[src/rtl/sbt_pkg.sv]
package sbt_pkg;

    typedef enum logic [1:0] {
        OP_ACT = 2'd0,
        OP_RD  = 2'd1,
        OP_WR  = 2'd2,
        OP_PRE = 2'd3
    } sbt_op_e;

    // Round an interval up to whole clock cycles, never below one.
    function automatic int unsigned ps_to_cycles(input int unsigned ps, input int unsigned tck_ps);
        int unsigned r;
        r = (ps + tck_ps - 1) / tck_ps;
        if (r == 0) r = 1;
        return r;
    endfunction

    function automatic int unsigned max4(input int unsigned a, b, c, d);
        int unsigned m;
        m = a;
        if (b > m) m = b;
        if (c > m) m = c;
        if (d > m) m = d;
        return m;
    endfunction

endpackage

[src/rtl/sbt_bank.sv]
module sbt_bank #(
    parameter int ROW_W   = 12,
    parameter int CNT_W   = 4,
    parameter int RCD_CYC = 3,
    parameter int RC_CYC  = 14,
    parameter int RP_CYC  = 5
) (
    input  logic             clk,
    input  logic             rst_n,
    input  logic             act_i,
    input  logic             pre_i,
    input  logic [ROW_W-1:0] row_i,
    output logic             open_o,
    output logic [ROW_W-1:0] row_o,
    output logic             rcd_ok_o,
    output logic             act_ok_o
);

    localparam logic [CNT_W-1:0] RCD_LD = CNT_W'(RCD_CYC - 1);
    localparam logic [CNT_W-1:0] RC_LD  = CNT_W'(RC_CYC - 1);
    localparam logic [CNT_W-1:0] RP_LD  = CNT_W'(RP_CYC - 1);

    typedef struct packed {
        logic             open;
        logic [ROW_W-1:0] row;
        logic [CNT_W-1:0] rcd;
        logic [CNT_W-1:0] rc;
        logic [CNT_W-1:0] rp;
    } bank_st_t;

    bank_st_t st_d, st_q;

    always_comb begin
        st_d     = st_q;
        st_d.rcd = (st_q.rcd != '0) ? st_q.rcd - 1'b1 : '0;
        st_d.rc  = (st_q.rc  != '0) ? st_q.rc  - 1'b1 : '0;
        st_d.rp  = (st_q.rp  != '0) ? st_q.rp  - 1'b1 : '0;
        if (act_i) begin
            st_d.open = 1'b1;
            st_d.row  = row_i;
            st_d.rcd  = RCD_LD;
            st_d.rc   = RC_LD;
        end
        if (pre_i) begin
            st_d.open = 1'b0;
            st_d.rp   = RP_LD;
        end
    end

    always_ff @(posedge clk) begin
        if (!rst_n) st_q <= '0;
        else        st_q <= st_d;
    end

    assign open_o   = st_q.open;
    assign row_o    = st_q.row;
    assign rcd_ok_o = (st_q.rcd == '0);
    assign act_ok_o = (st_q.rc == '0) && (st_q.rp == '0);

endmodule

[src/rtl/sbt_spacing.sv]
module sbt_spacing #(
    parameter int CNT_W   = 4,
    parameter int RRD_CYC = 2
) (
    input  logic clk,
    input  logic rst_n,
    input  logic act_i,
    output logic ok_o
);

    localparam logic [CNT_W-1:0] RRD_LD = CNT_W'(RRD_CYC - 1);

    logic [CNT_W-1:0] gap_d, gap_q;

    always_comb begin
        gap_d = (gap_q != '0) ? gap_q - 1'b1 : '0;
        if (act_i) gap_d = RRD_LD;
    end

    always_ff @(posedge clk) begin
        if (!rst_n) gap_q <= '0;
        else        gap_q <= gap_d;
    end

    assign ok_o = (gap_q == '0);

endmodule

[src/rtl/sdram_bank_timer.sv]
module sdram_bank_timer
    import sbt_pkg::*;
#(
    parameter int NUM_BANKS = 4,
    parameter int ROW_W     = 12,
    parameter int TCK_PS    = 4000,
    parameter int TRCD_PS   = 10000,
    parameter int TRC_PS    = 55000,
    parameter int TRP_PS    = 18000,
    parameter int TRRD_PS   = 6000
) (
    input  logic                         clk,
    input  logic                         rst_n,
    input  logic                         cmd_valid,
    input  logic [1:0]                   cmd_op,
    input  logic [$clog2(NUM_BANKS)-1:0] cmd_bank,
    input  logic [ROW_W-1:0]             cmd_row,
    output logic                         ok_act,
    output logic                         ok_rd,
    output logic                         ok_wr,
    output logic                         ok_pre,
    output logic [ROW_W-1:0]             open_row,
    output logic [NUM_BANKS-1:0]         bank_open,
    output logic                         violation
);

    localparam int BA_W    = $clog2(NUM_BANKS);
    localparam int RCD_CYC = ps_to_cycles(TRCD_PS, TCK_PS);
    localparam int RC_CYC  = ps_to_cycles(TRC_PS, TCK_PS);
    localparam int RP_CYC  = ps_to_cycles(TRP_PS, TCK_PS);
    localparam int RRD_CYC = ps_to_cycles(TRRD_PS, TCK_PS);
    localparam int MAX_CYC = max4(RCD_CYC, RC_CYC, RP_CYC, RRD_CYC);
    localparam int CNT_W   = $clog2(MAX_CYC + 1);

    logic [NUM_BANKS-1:0] open_w, rcd_ok_w, act_ok_w, act_go, pre_go;
    logic [ROW_W-1:0]     row_w [NUM_BANKS];
    logic                 rrd_ok, legal, issue, any_act;
    logic                 viol_d, viol_q;

    always_comb begin
        ok_act = !open_w[cmd_bank] && act_ok_w[cmd_bank] && rrd_ok;
        ok_rd  = open_w[cmd_bank] && rcd_ok_w[cmd_bank];
        ok_wr  = open_w[cmd_bank] && rcd_ok_w[cmd_bank];
        ok_pre = open_w[cmd_bank];
        unique case (sbt_op_e'(cmd_op))
            OP_ACT:  legal = ok_act;
            OP_RD:   legal = ok_rd;
            OP_WR:   legal = ok_wr;
            default: legal = ok_pre;
        endcase
        issue   = cmd_valid && legal;
        any_act = issue && (sbt_op_e'(cmd_op) == OP_ACT);
        viol_d  = cmd_valid && !legal;
    end

    for (genvar b = 0; b < NUM_BANKS; b++) begin : g_bank
        assign act_go[b] = any_act && (cmd_bank == BA_W'(b));
        assign pre_go[b] = issue && (sbt_op_e'(cmd_op) == OP_PRE) && (cmd_bank == BA_W'(b));

        sbt_bank #(
            .ROW_W  (ROW_W),
            .CNT_W  (CNT_W),
            .RCD_CYC(RCD_CYC),
            .RC_CYC (RC_CYC),
            .RP_CYC (RP_CYC)
        ) u_bank (
            .clk     (clk),
            .rst_n   (rst_n),
            .act_i   (act_go[b]),
            .pre_i   (pre_go[b]),
            .row_i   (cmd_row),
            .open_o  (open_w[b]),
            .row_o   (row_w[b]),
            .rcd_ok_o(rcd_ok_w[b]),
            .act_ok_o(act_ok_w[b])
        );
    end

    sbt_spacing #(
        .CNT_W  (CNT_W),
        .RRD_CYC(RRD_CYC)
    ) u_spacing (
        .clk  (clk),
        .rst_n(rst_n),
        .act_i(any_act),
        .ok_o (rrd_ok)
    );

    always_ff @(posedge clk) begin
        if (!rst_n) viol_q <= 1'b0;
        else        viol_q <= viol_d;
    end

    assign violation = viol_q;
    assign open_row  = row_w[cmd_bank];
    assign bank_open = open_w;

endmodule

[config.mk]
export PLATFORM = sky130hd
export DESIGN_NAME = sdram_bank_timer
export DESIGN_NICKNAME = d
export VERILOG_FILES = /design/src/rtl/sbt_pkg.sv /design/src/rtl/sbt_bank.sv /design/src/rtl/sbt_spacing.sv /design/src/rtl/sdram_bank_timer.sv
export SDC_FILE = /design/constraint.sdc
export NUM_CORES = 1
export LEC_CHECK = 0
export BUFFER_PORTS_ARGS = -buffer_cell sky130_fd_sc_hd__buf_2
export CAP_MARGIN = 20
export CORE_MARGIN = 1
export CORE_UTILIZATION = 40
export CTS_BUF_LIST = sky130_fd_sc_hd__clkbuf_2 sky130_fd_sc_hd__clkbuf_4 sky130_fd_sc_hd__clkbuf_8
export CTS_CLUSTER_DIAMETER = 40
export DETAILED_ROUTE_END_ITERATION = 10
export PLACE_DENSITY_LB_ADDON = 0.3
export RECOVER_POWER = 25
export SYNTH_ARGS = -nofsm -noshare
export SYNTH_HDL_FRONTEND = slang
export SYNTH_HIERARCHICAL = 1
export SYNTH_SLANG_ARGS = --single-unit
export TNS_END_PERCENT = 5
[constraint.sdc]
create_clock -name clk -period 3.7 [get_ports clk]
set_clock_uncertainty 0.05 [all_clocks]
set_input_delay 0.185 -clock clk [delete_from_list [all_inputs] [get_ports clk]]
set_output_delay 0.185 -clock clk [all_outputs]
set_load 0.01 [all_outputs]
==> results of run 1 <==
-- state kept, by name (all words and copies together), names as in the netlist --
register	count
g_bank.u_bank/open_o	4
g_bank.u_bank/row_o	48
u_spacing/gap_q	4
violation	1
g_bank.u_bank/st_q	48
-- tightest hold or removal path, delay by kind of cell --
kind          cells  cell delay, ps
mux               1              70
simple gates      1              90
buf+inv           1             110
-- power groups by stage --
stage / Combinational [W] / Clock [W] / Sequential [W]
after CTS: 0.000953 / 0.000755 / 0.00141
after floorplan: 0.000745 / 0 / 0.00141
final: 0.000942 / 0.000726 / 0.00142
after global routing: 0.00109 / 0.000801 / 0.00144
after global placement: 0.000903 / 0 / 0.00143
after detailed placement: 0.000945 / 0 / 0.00144
-- cells in the final DEF (no fill, tap or decap), types with 10 or more instances in the layout --
master / instances
sky130_fd_sc_hd__a21oi_1: 12
sky130_fd_sc_hd__clkbuf_1: 20
sky130_fd_sc_hd__nor3b_1: 17
sky130_fd_sc_hd__inv_1: 24
sky130_fd_sc_hd__nand2b_1: 10
sky130_fd_sc_hd__nor2_1: 25
sky130_fd_sc_hd__dfxtp_1: 105
sky130_fd_sc_hd__mux4_2: 14
sky130_fd_sc_hd__clkbuf_8: 11
sky130_fd_sc_hd__mux2i_1: 51
sky130_fd_sc_hd__nor3_1: 23
sky130_fd_sc_hd__ha_1: 20
sky130_fd_sc_hd__nor2b_1: 66
sky130_fd_sc_hd__buf_2: 20
sky130_fd_sc_hd__o21a_1: 12
-- final timing paths --
check / from / endpoint / cells after the start
hold / removal: cmd_row[4] / g_bank[0].u_bank/row_o[4] / 3
setup reg to reg: g_bank[1].u_bank/st_q[4] / g_bank[0].u_bank/row_o[6] / 11
hold reg to reg: g_bank[1].u_bank/st_q[0] / g_bank[1].u_bank/st_q[0] / 1
setup / recovery: g_bank[1].u_bank/st_q[4] / g_bank[0].u_bank/row_o[6] / 11
-- layer usage --
metal,up-vias,track usage
met5,-,0
met4,0,0.05609
met3,14,0.03537
met2,59,0.2589
met1,1671,0.1910
li1,1744,-
-- logic make-up (layout without fill, tap and decap cells) --
kind of cell	Yosys count	count (layout)	share of synthesized area
simple gates	172	172	0.1914
flops	105	105	0.3935
buf+inv	93	88	0.1157
mux	70	70	0.1658
compound gates	62	62	0.07847
fa+ha+maj	20	20	0.04685
xor+xnor	5	5	0.008198
-- stage by stage --
step	cell area [um2]	hold WS, ps	util	cells	total power (W)
final	5538	66.70	0.4318	694	0.003085
after global routing	5538	74.00	0.4318	694	0.003326
after CTS	5565	48.30	0.4340	694	0.003122
after detailed placement	5361	382.9	0.4180	679	0.002385
after global placement	5361	369.7	0.4180	679	0.002333
after floorplan	5341	243.6	-	527	0.002154
-- cell type report --
type	count	area [um2]	area share
Clock buffer	11	151.4	0.02734
Clock inverter	4	52.55	0.009489
Inverter	24	90.09	0.01627
Multi-Input combinational cell	329	2671	0.4824
Sequential cell	105	2102	0.3796
Tap cell	172	215.2	0.03886
Timing Repair Buffer	49	255.2	0.04609
==> flow_summary.toml, run 1 <==
[clock_tree]
clock_insertion_delay_worst_skew_ps = 370
post_cts_hold_buffer_count = 0
cts_post_setup_buffers_inserted = 0
cts_sinks = 105
cts.clk_slew.worst_paths_ps = 100
cts.repair.resized = 0
cts.root.buffer_cell = "sky130_fd_sc_hd__clkbuf_8"
cts_tree = "built"
cts_inserted_buffers = 9
htree_depth = 3
clock_path_buffers = 2

[synth]
post_synth_num_cell_types = 41
postSynthRegisterBits = 105
mappedNetlistArea_um2 = 5341
ys_top_cells_by_count = "sky130_fd_sc_hd__dfxtp_1, sky130_fd_sc_hd__nor2b_1, sky130_fd_sc_hd__buf_4, sky130_fd_sc_hd__mux2i_1, sky130_fd_sc_hd__nor2_1"
synthFlopType = "sky130_fd_sc_hd__dfxtp_1"
most_numerous_cell_in_the_yosys_netlist = "sky130_fd_sc_hd__dfxtp_1"
yosysTopAreaCellShare = 0.3935
synth-async-reset-ratio = 0
syn-mean-instance-area_um2 = 10.14
number_of_synthesized_flops_with_an_enable_pin = 0
ys_seq_area_frac = 0.3935
synth_top_cells_by_area = "sky130_fd_sc_hd__dfxtp_1, sky130_fd_sc_hd__mux2i_1, sky130_fd_sc_hd__nor2b_1"
synth.yosys.warnings = 6
post_synth_inst_count = 527
synthDominantAreaCellType = "sky130_fd_sc_hd__dfxtp_1"
synth_fp_nets = 566

[floorplanning]
chipHeight_um = 117.6
fp-row-count = 41
design.portCount = 40
die_area_um2 = 13820
dieWidth_um = 117.6
start_util = 0.4165
core_region_area_um2 = 12820

[drt]
vias_per_cell = 5.026
detailedRoute.firstIterationViolations = 117
routed_wire_length_per_instance_um = 14.55
detailroute.via_count = 3488
postRouteWirelength_um = 10100
route.detailed.drc = 0
wl_met3_um = 350
route.top_layer_used = "met4"
detailed_routed_wire_length_on_met2_um = 4821
met1Wirelength_um = 4774
drtPass1Iterations = 4
final_antenna_net_count = 0

[grt]
grt_max_degree = 51
vias_in_the_first_global_route = 3577
grt_first_pass_wirelength_um = 17040
globalRouteTotalUtil = 0.1536
overflow = 0
grt_antenna_before_repair = 0

[critical_path]
critical_path.cell_chain = "inv_1 > ha_1 > nor3b_1 > nor3b_1 > nor2b_1 > mux4_2 > nand3_2 > a211oi_4 > buf_12 > mux2i_1 > nor2b_1"
worst_setup_path_start_kind = "flip-flop"
worst_ep_required_time_ps = 3910
critPathArrivalTime_ps = 3350
critical-path-max-stage-delay_ps = 510
critical_path.top_delay_family = "simple AND/OR/NAND/NOR gates"
cp_num_buf_inv = 2
worst-r2r-setup-slack_ps = 570
cp_endpoint_kind = "flip-flop"
maximum_fanout_along_the_worst_path = 15
crit_path_top_delay_cell = "sky130_fd_sc_hd__a211oi_4"
worstSetupPathType = "reg2reg"

[place]
placement.setup.worst_slack_ps = 581.7
count_of_buffers_from_port_buffering = 39
gp_routability_congestion = 0.7664
dp_hpwl_um = 7033

[power]
static-leakage-power_nw = 1.916
power_density_nw_per_um2 = 557.0
clock_power_share = 0.235
internal_power_w = 0.002104
switching_power_w = 0.0009811
power_frac_comb = 0.305
power.switching_fraction = 0.3181
vdd_drop_max_mv = 0.2427
seq_power_share = 0.459

[min_path]
hold_path.class = "in2reg"

[sta]
final.setup.worst_slack_ps = 566.3
clock.fmax_mhz = 319.1
fin_crit_sh = 0.8469
total_of_endpoints_with_negative_setup_slack_in_the_final_report = 0
unrepaired_setup_endpoints_after_global_routing = "no"
final.setup.tns_ps = 0
max_slew.worst_pin.slew_ps = 1723
post-route-min-period_ps = 3134
final_max_slew_viol_count = 23
finalHoldViolations = 0
slew_margin_rel = -0.1485

[outcome]
violations = "capacitance limit, slew limit"
outcome = "complete, but fails checks"

[cells_and_area]
nNetsFinal = 557
antenna_cells = 0
drive_gt1_frac = 0.1303
area_delta_synth_final_pct = 3.678
fill_cells = 1268

[job]
timing.max_cap.violations = 1
Power figures use the tool's default switching activity.
==> run 2: changes to the inputs <==
==> constraint.sdc (replaced) <==
create_clock -name clk -period 2.9 [get_ports clk]
set_clock_uncertainty 0.05 [all_clocks]
set_input_delay 0.145 -clock clk [delete_from_list [all_inputs] [get_ports clk]]
set_output_delay 0.145 -clock clk [all_outputs]
set_load 0.01 [all_outputs]
==> run 2 against run 1 <==
  * Non-clock buffer count is 15 higher
  * Global-route usage up 0.42 points
  * Power up 34%
  * Largest cell class unchanged
  * Die area did not move
  * Clock-buffer cell count increased by 2
  * Critical path type unchanged
  * Cell count grew 2.3%
  * Combinational power rose by 54%
  * The run now ends clean
  * Critical path depth is 1 higher
  * Sequential power grew 29%
  * Setup slack worse by 420 ps
  * Clock power is 19% higher
  * First-iteration DRC count rose by 63%
==> flow_summary.toml, run 2 (synthesis results as in run 1) <==
[outcome]
outcome = "finished, final reports clean"

[clock_tree]
htree_depth = 3
clock_path_buffers = 2
cts.root.buffer_cell = "sky130_fd_sc_hd__clkbuf_8"
cts_inserted_buffers = 9
cts_tree = "built"
cts.clk_slew.worst_paths_ps = 100
clock_insertion_delay_worst_skew_ps = 370
cts_sinks = 105

[floorplanning]
die_area_um2 = 13820
core_region_area_um2 = 12820
chipHeight_um = 117.6
fp-row-count = 41
start_util = 0.4165
design.portCount = 40
dieWidth_um = 117.6

[cells_and_area]
non_filler_cells_final = 710
layout_commonest_cell = "sky130_fd_sc_hd__dfxtp_1"
nNetsFinal = 572
fill_cells = 1218
multiInputGateArea_um2 = 2743
mostFrequentLayoutCells = "sky130_fd_sc_hd__dfxtp_1, sky130_fd_sc_hd__nor2b_1, sky130_fd_sc_hd__mux2i_1, sky130_fd_sc_hd__nor2_1, sky130_fd_sc_hd__inv_1"
area_delta_synth_final_pct = 8.456
drive_gt1_frac = 0.1784
seqCellArea_um2 = 2102
antenna_cells = 0

[drt]
final_antenna_net_count = 0
route.detailed.drc = 0
vias_per_cell = 4.976
routed_wire_length_per_instance_um = 14.91
detailroute.via_count = 3533
drtPass1Iterations = 4
detailedRoute.firstIterationViolations = 191
postRouteWirelength_um = 10590

[critical_path]
cp_endpoint_kind = "flip-flop"
timing.rr.start = "g_bank[3].u_bank/st_q[4]"
r2r_cells = 12
worst_ep_required_time_ps = 3120
worst-r2r-setup-slack_ps = 150
rr_endpoint = "g_bank[2].u_bank/row_o[5]"
critPathArrivalTime_ps = 2970
maximum_fanout_along_the_worst_path = 9
worst_setup_path_start_kind = "flip-flop"
worstSetupPathType = "reg2reg"

[sta]
final.setup.tns_ps = 0
total_of_endpoints_with_negative_setup_slack_in_the_final_report = 0
fin_crit_sh = 0.9482
post-route-min-period_ps = 2750
finalHoldViolations = 0
max_slew.worst_pin.slew_ps = 1332
slew_margin_rel = 0.1117
clock.fmax_mhz = 363.7
final_max_slew_viol_count = 0
final.setup.worst_slack_ps = 150.1

[power]
static-leakage-power_nw = 2.048
vdd_drop_max_mv = 0.2627
total_power_w = 0.004141
power_density_nw_per_um2 = 714.8

[grt]
vias_in_the_first_global_route = 3567
grt_first_pass_wirelength_um = 17440
globalRouteTotalUtil = 0.1578
grt_antenna_before_repair = 0
overflow = 0
grt_max_degree = 34

[place]
placement.setup.worst_slack_ps = 32.45
dp_hpwl_um = 7306
gp_routability_congestion = 0.7458
count_of_buffers_from_port_buffering = 39
place.detailed.instances = 688

[job]
timing.max_cap.violations = 0

[min_path]
hold_start = "cmd_row[6]"
cell_depth_of_the_worst_hold_path = 3
min_to = "g_bank[2].u_bank/row_o[6]"
hold_path.class = "in2reg"
## run 2: cell types whose count changed in the layout (fill, tap and decap cells not counted), moves of 3 or more
| cell | change |
|---|---|
| sky130_fd_sc_hd__clkbuf_4 | +4 |
| sky130_fd_sc_hd__nor3b_2 | +3 |
| sky130_fd_sc_hd__buf_4 | +7 |
| sky130_fd_sc_hd__nor3b_1 | -7 |
| sky130_fd_sc_hd__nor3b_4 | +4 |
| sky130_fd_sc_hd__buf_12 | +4 |
## run 2: routing by layer
metal,vias up,GRT usage,wire length [um]
met1,1698,0.1987,4964
met3,11,0.03585,353
met2,51,0.2655,5137
met4,0,0.05208,131
li1,1773,-,-
met5,-,0,0
## run 2: cell type report
class / instances / area share
Clock buffer: 13 / 0.02765
Clock inverter: 3 / 0.004320
Inverter: 24 / 0.01555
Multi-Input combinational cell: 329 / 0.4734
Sequential cell: 105 / 0.3629
Tap cell: 172 / 0.03715
Timing Repair Buffer: 64 / 0.07905
## run 2: worst max path at each step
stage                                         from                         to  slack (ps)  depth (start not counted)
after floorplan           g_bank[1].u_bank/st_q[4]  g_bank[0].u_bank/row_o[0]         350                         12
after global placement    g_bank[1].u_bank/st_q[4]  g_bank[2].u_bank/st_q[11]          70                         12
after detailed placement  g_bank[1].u_bank/st_q[4]   g_bank[0].u_bank/st_q[8]          30                         12
after CTS                 g_bank[2].u_bank/st_q[4]   g_bank[0].u_bank/st_q[8]          20                         12
after global routing      g_bank[3].u_bank/st_q[4]  g_bank[2].u_bank/row_o[2]          -5                         12
final                     g_bank[3].u_bank/st_q[4]  g_bank[2].u_bank/row_o[5]         150                         12
## run 2: power breakdown
| group | total, W | internal [W] | switching [W] |
|---|---|---|---|
| sequential | 0.00183 | 0.00165 | 0.000179 |
| combinational | 0.00145 | 0.000793 | 0.000655 |
| clock | 0.000867 | 0.000370 | 0.000496 |
## run 2: timing repair
item / CTS / global route
setup buffers: 0 / 4
resized for setup: 0 / 16
setup endpoints to repair: 0 / 95
hold buffers: 0 / 0
## run 2: critical path, cell delays in order, from the launching register on
cell	delay, ps
sky130_fd_sc_hd__dfxtp_1	330
sky130_fd_sc_hd__inv_1	80
sky130_fd_sc_hd__ha_1	190
sky130_fd_sc_hd__nor3b_4	220
sky130_fd_sc_hd__nor3b_2	180
sky130_fd_sc_hd__nor2b_2	180
sky130_fd_sc_hd__mux4_2	260
sky130_fd_sc_hd__nand3_2	100
sky130_fd_sc_hd__buf_12	170
sky130_fd_sc_hd__a211oi_4	400
sky130_fd_sc_hd__clkbuf_16	260
sky130_fd_sc_hd__mux2i_1	180
sky130_fd_sc_hd__nor2b_1	60
## run 2: stage by stage
step,utilization,hold WS [ps],instance area [um2]
2_1_floorplan,-,203.6,5341
3_3_place_gp,0.4272,372.5,5479
3_5_place_dp,0.4272,384.0,5479
4_1_cts,0.4417,8.152,5664
5_1_grt,0.4517,21.21,5793
6_report,0.4517,28.70,5793
==> run 3: changes to the inputs <==
--- a/config.mk
+++ b/config.mk
@@ -7,6 +7,8 @@
 export LEC_CHECK = 0
 export BUFFER_PORTS_ARGS = -buffer_cell sky130_fd_sc_hd__buf_2
 export CAP_MARGIN = 20
+export CELL_PAD_IN_SITES_DETAIL_PLACEMENT = 0
+export CELL_PAD_IN_SITES_GLOBAL_PLACEMENT = 1
 export CORE_MARGIN = 1
 export CORE_UTILIZATION = 40
 export CTS_BUF_LIST = sky130_fd_sc_hd__clkbuf_2 sky130_fd_sc_hd__clkbuf_4 sky130_fd_sc_hd__clkbuf_8
==> run 3 against run 2 <==
  * Design area decreased by 0.28%
  * Flip-flop and latch count unchanged
  * Clock-buffer cell count decreased by 1
  * Via count increased by 0.88%
  * Utilization decreased by 0.13 points
==> flow_summary.toml, run 3 (synthesis results as in run 1) <==
[power]
total_power_w = 0.004194
power_density_nw_per_um2 = 725.9
vdd_drop_max_mv = 0.3140
static-leakage-power_nw = 2.061

[drt]
route.detailed.drc = 0
final_antenna_net_count = 0
routed_wire_length_per_instance_um = 14.71
vias_per_cell = 4.999
postRouteWirelength_um = 10490
drtPass1Iterations = 4
detailroute.via_count = 3564
detailedRoute.firstIterationViolations = 112

[sta]
slew_margin_rel = 0.3977
finalHoldViolations = 0
fin_crit_sh = 0.9359
final.setup.tns_ps = 0
total_of_endpoints_with_negative_setup_slack_in_the_final_report = 0
final_max_slew_viol_count = 0
unrepaired_setup_endpoints_after_global_routing = "no"
clock.fmax_mhz = 368.5
max_slew.worst_pin.slew_ps = 903.4
post-route-min-period_ps = 2714
timing.hold.ws_ps = 26.11

[cells_and_area]
nNetsFinal = 576
area_delta_synth_final_pct = 8.152
mostFrequentLayoutCells = "sky130_fd_sc_hd__dfxtp_1, sky130_fd_sc_hd__nor2b_1, sky130_fd_sc_hd__mux2i_1, sky130_fd_sc_hd__nor2_1, sky130_fd_sc_hd__inv_1"
layout_commonest_cell = "sky130_fd_sc_hd__dfxtp_1"
drive_gt1_frac = 0.1793
antenna_cells = 0

[clock_tree]
cts.clk_slew.worst_paths_ps = 90
clock_insertion_delay_worst_skew_ps = 380
cts_sinks = 105
cts.root.buffer_cell = "sky130_fd_sc_hd__clkbuf_8"
post_cts_hold_buffer_count = 0
cts_inserted_buffers = 9
cts_tree = "built"
cts_post_setup_buffers_inserted = 0
htree_depth = 3
clock_path_buffers = 2

[floorplanning]
design.portCount = 40
chipHeight_um = 117.6
core_region_area_um2 = 12820
fp-row-count = 41
die_area_um2 = 13820
dieWidth_um = 117.6
start_util = 0.4165

[critical_path]
critical_path.top_delay_family = "simple AND/OR/NAND/NOR gates"
worstSetupPathType = "reg2reg"
crit_path_top_delay_cell = "sky130_fd_sc_hd__mux4_2"
cp_num_buf_inv = 3
critical_path.cell_chain = "inv_1 > ha_1 > nor3b_2 > buf_4 > nor3b_1 > nor2b_1 > mux4_2 > nand3_4 > a211oi_4 > buf_12 > nand2b_1 > nor3b_1"
critical-path-max-stage-delay_ps = 510
cp_endpoint_kind = "flip-flop"
crit_top_cell = "sky130_fd_sc_hd__nor3b_1"
worst_ep_required_time_ps = 3140
maximum_fanout_along_the_worst_path = 12
worst_setup_path_start_kind = "flip-flop"
critPathArrivalTime_ps = 2960

[place]
gp_routability_congestion = 0.7968
dp_hpwl_um = 7348
count_of_buffers_from_port_buffering = 39

[grt]
vias_in_the_first_global_route = 3479
grt_first_pass_wirelength_um = 17520
overflow = 0
globalRouteTotalUtil = 0.1601
grt_antenna_before_repair = 0
grt_max_degree = 47

[job]
timing.max_cap.violations = 0

[outcome]
outcome = "finished, final reports clean"

[min_path]
hold_path.class = "in2reg"
run 3: cell types whose count changed in the layout (fill, tap and decap cells not counted), sizes merged:
cell,previous run,this run
bufinv,0,2
buf,42,48
clkbuf,35,32
inv,25,24
clkinvlp,1,0
run 3: what timing repair did:
item / in CTS / in global routing
resized for setup: 2 / 9
endpoints found under the setup margin: 9 / 98
pin swaps: 0 / 2
cloned: 0 / 0
run 3: report_power, final:
group / switching, W / leakage (nW) / internal [W]
combinational: 0.000646 / 1.09 / 0.000734
sequential: 0.000163 / 0.853 / 0.00165
clock: 0.000479 / 0.113 / 0.000524
run 3: worst register-to-register path, delay by kind of cell (launching register included):
family          cells  cell delay (ps)
simple gates        6             1040
compound gates      1              100
fa+ha+maj           1              220
flops               1              340
buf+inv             3              390
mux                 1              510
run 3: path summary, 6_finish.rpt:
check | to | start | slack (ps) | cells past startpoint
setup / recovery | g_bank[3].u_bank/st_q[11] | g_bank[0].u_bank/st_q[4] | 190 | 12
hold / removal | g_bank[2].u_bank/row_o[3] | cmd_row[3] | 30 | 3
hold reg to reg | g_bank[2].u_bank/st_q[0] | g_bank[2].u_bank/st_q[0] | 390 | 1
setup reg to reg | g_bank[3].u_bank/st_q[11] | g_bank[0].u_bank/st_q[4] | 190 | 12
run 3: layer usage:
metal / wire length [um] / track usage / vias to the layer above
met3: 296 / 0.02907 / 18
met4: 226 / 0.06971 / 0
met2: 4850 / 0.2496 / 45
met5: 0 / 0 / -
li1: - / - / 1782
met1: 5111 / 0.2162 / 1719
run 3: layout make-up:
type                    count  area (um2)
flip-flops and latches    105        2102
clock inverters             3       65.06
clock buffers              12       152.6
inverters                  24       90.09
multi-input cells         329        2724
fillers                  1262        7048
well taps                 172       215.2
repair buffers             68       427.9
run 3: per-stage QoR:
stage	utilization	cell area (um2)	std cells	setup slack, ps
2_1_floorplan	-	5341	527	347.8
3_3_place_gp	0.4311	5529	698	-58.86
3_5_place_dp	0.4311	5529	698	-90.18
4_1_cts	0.4489	5757	713	1.596
5_1_grt	0.4504	5777	713	35.88
6_report	0.4504	5777	713	185.9
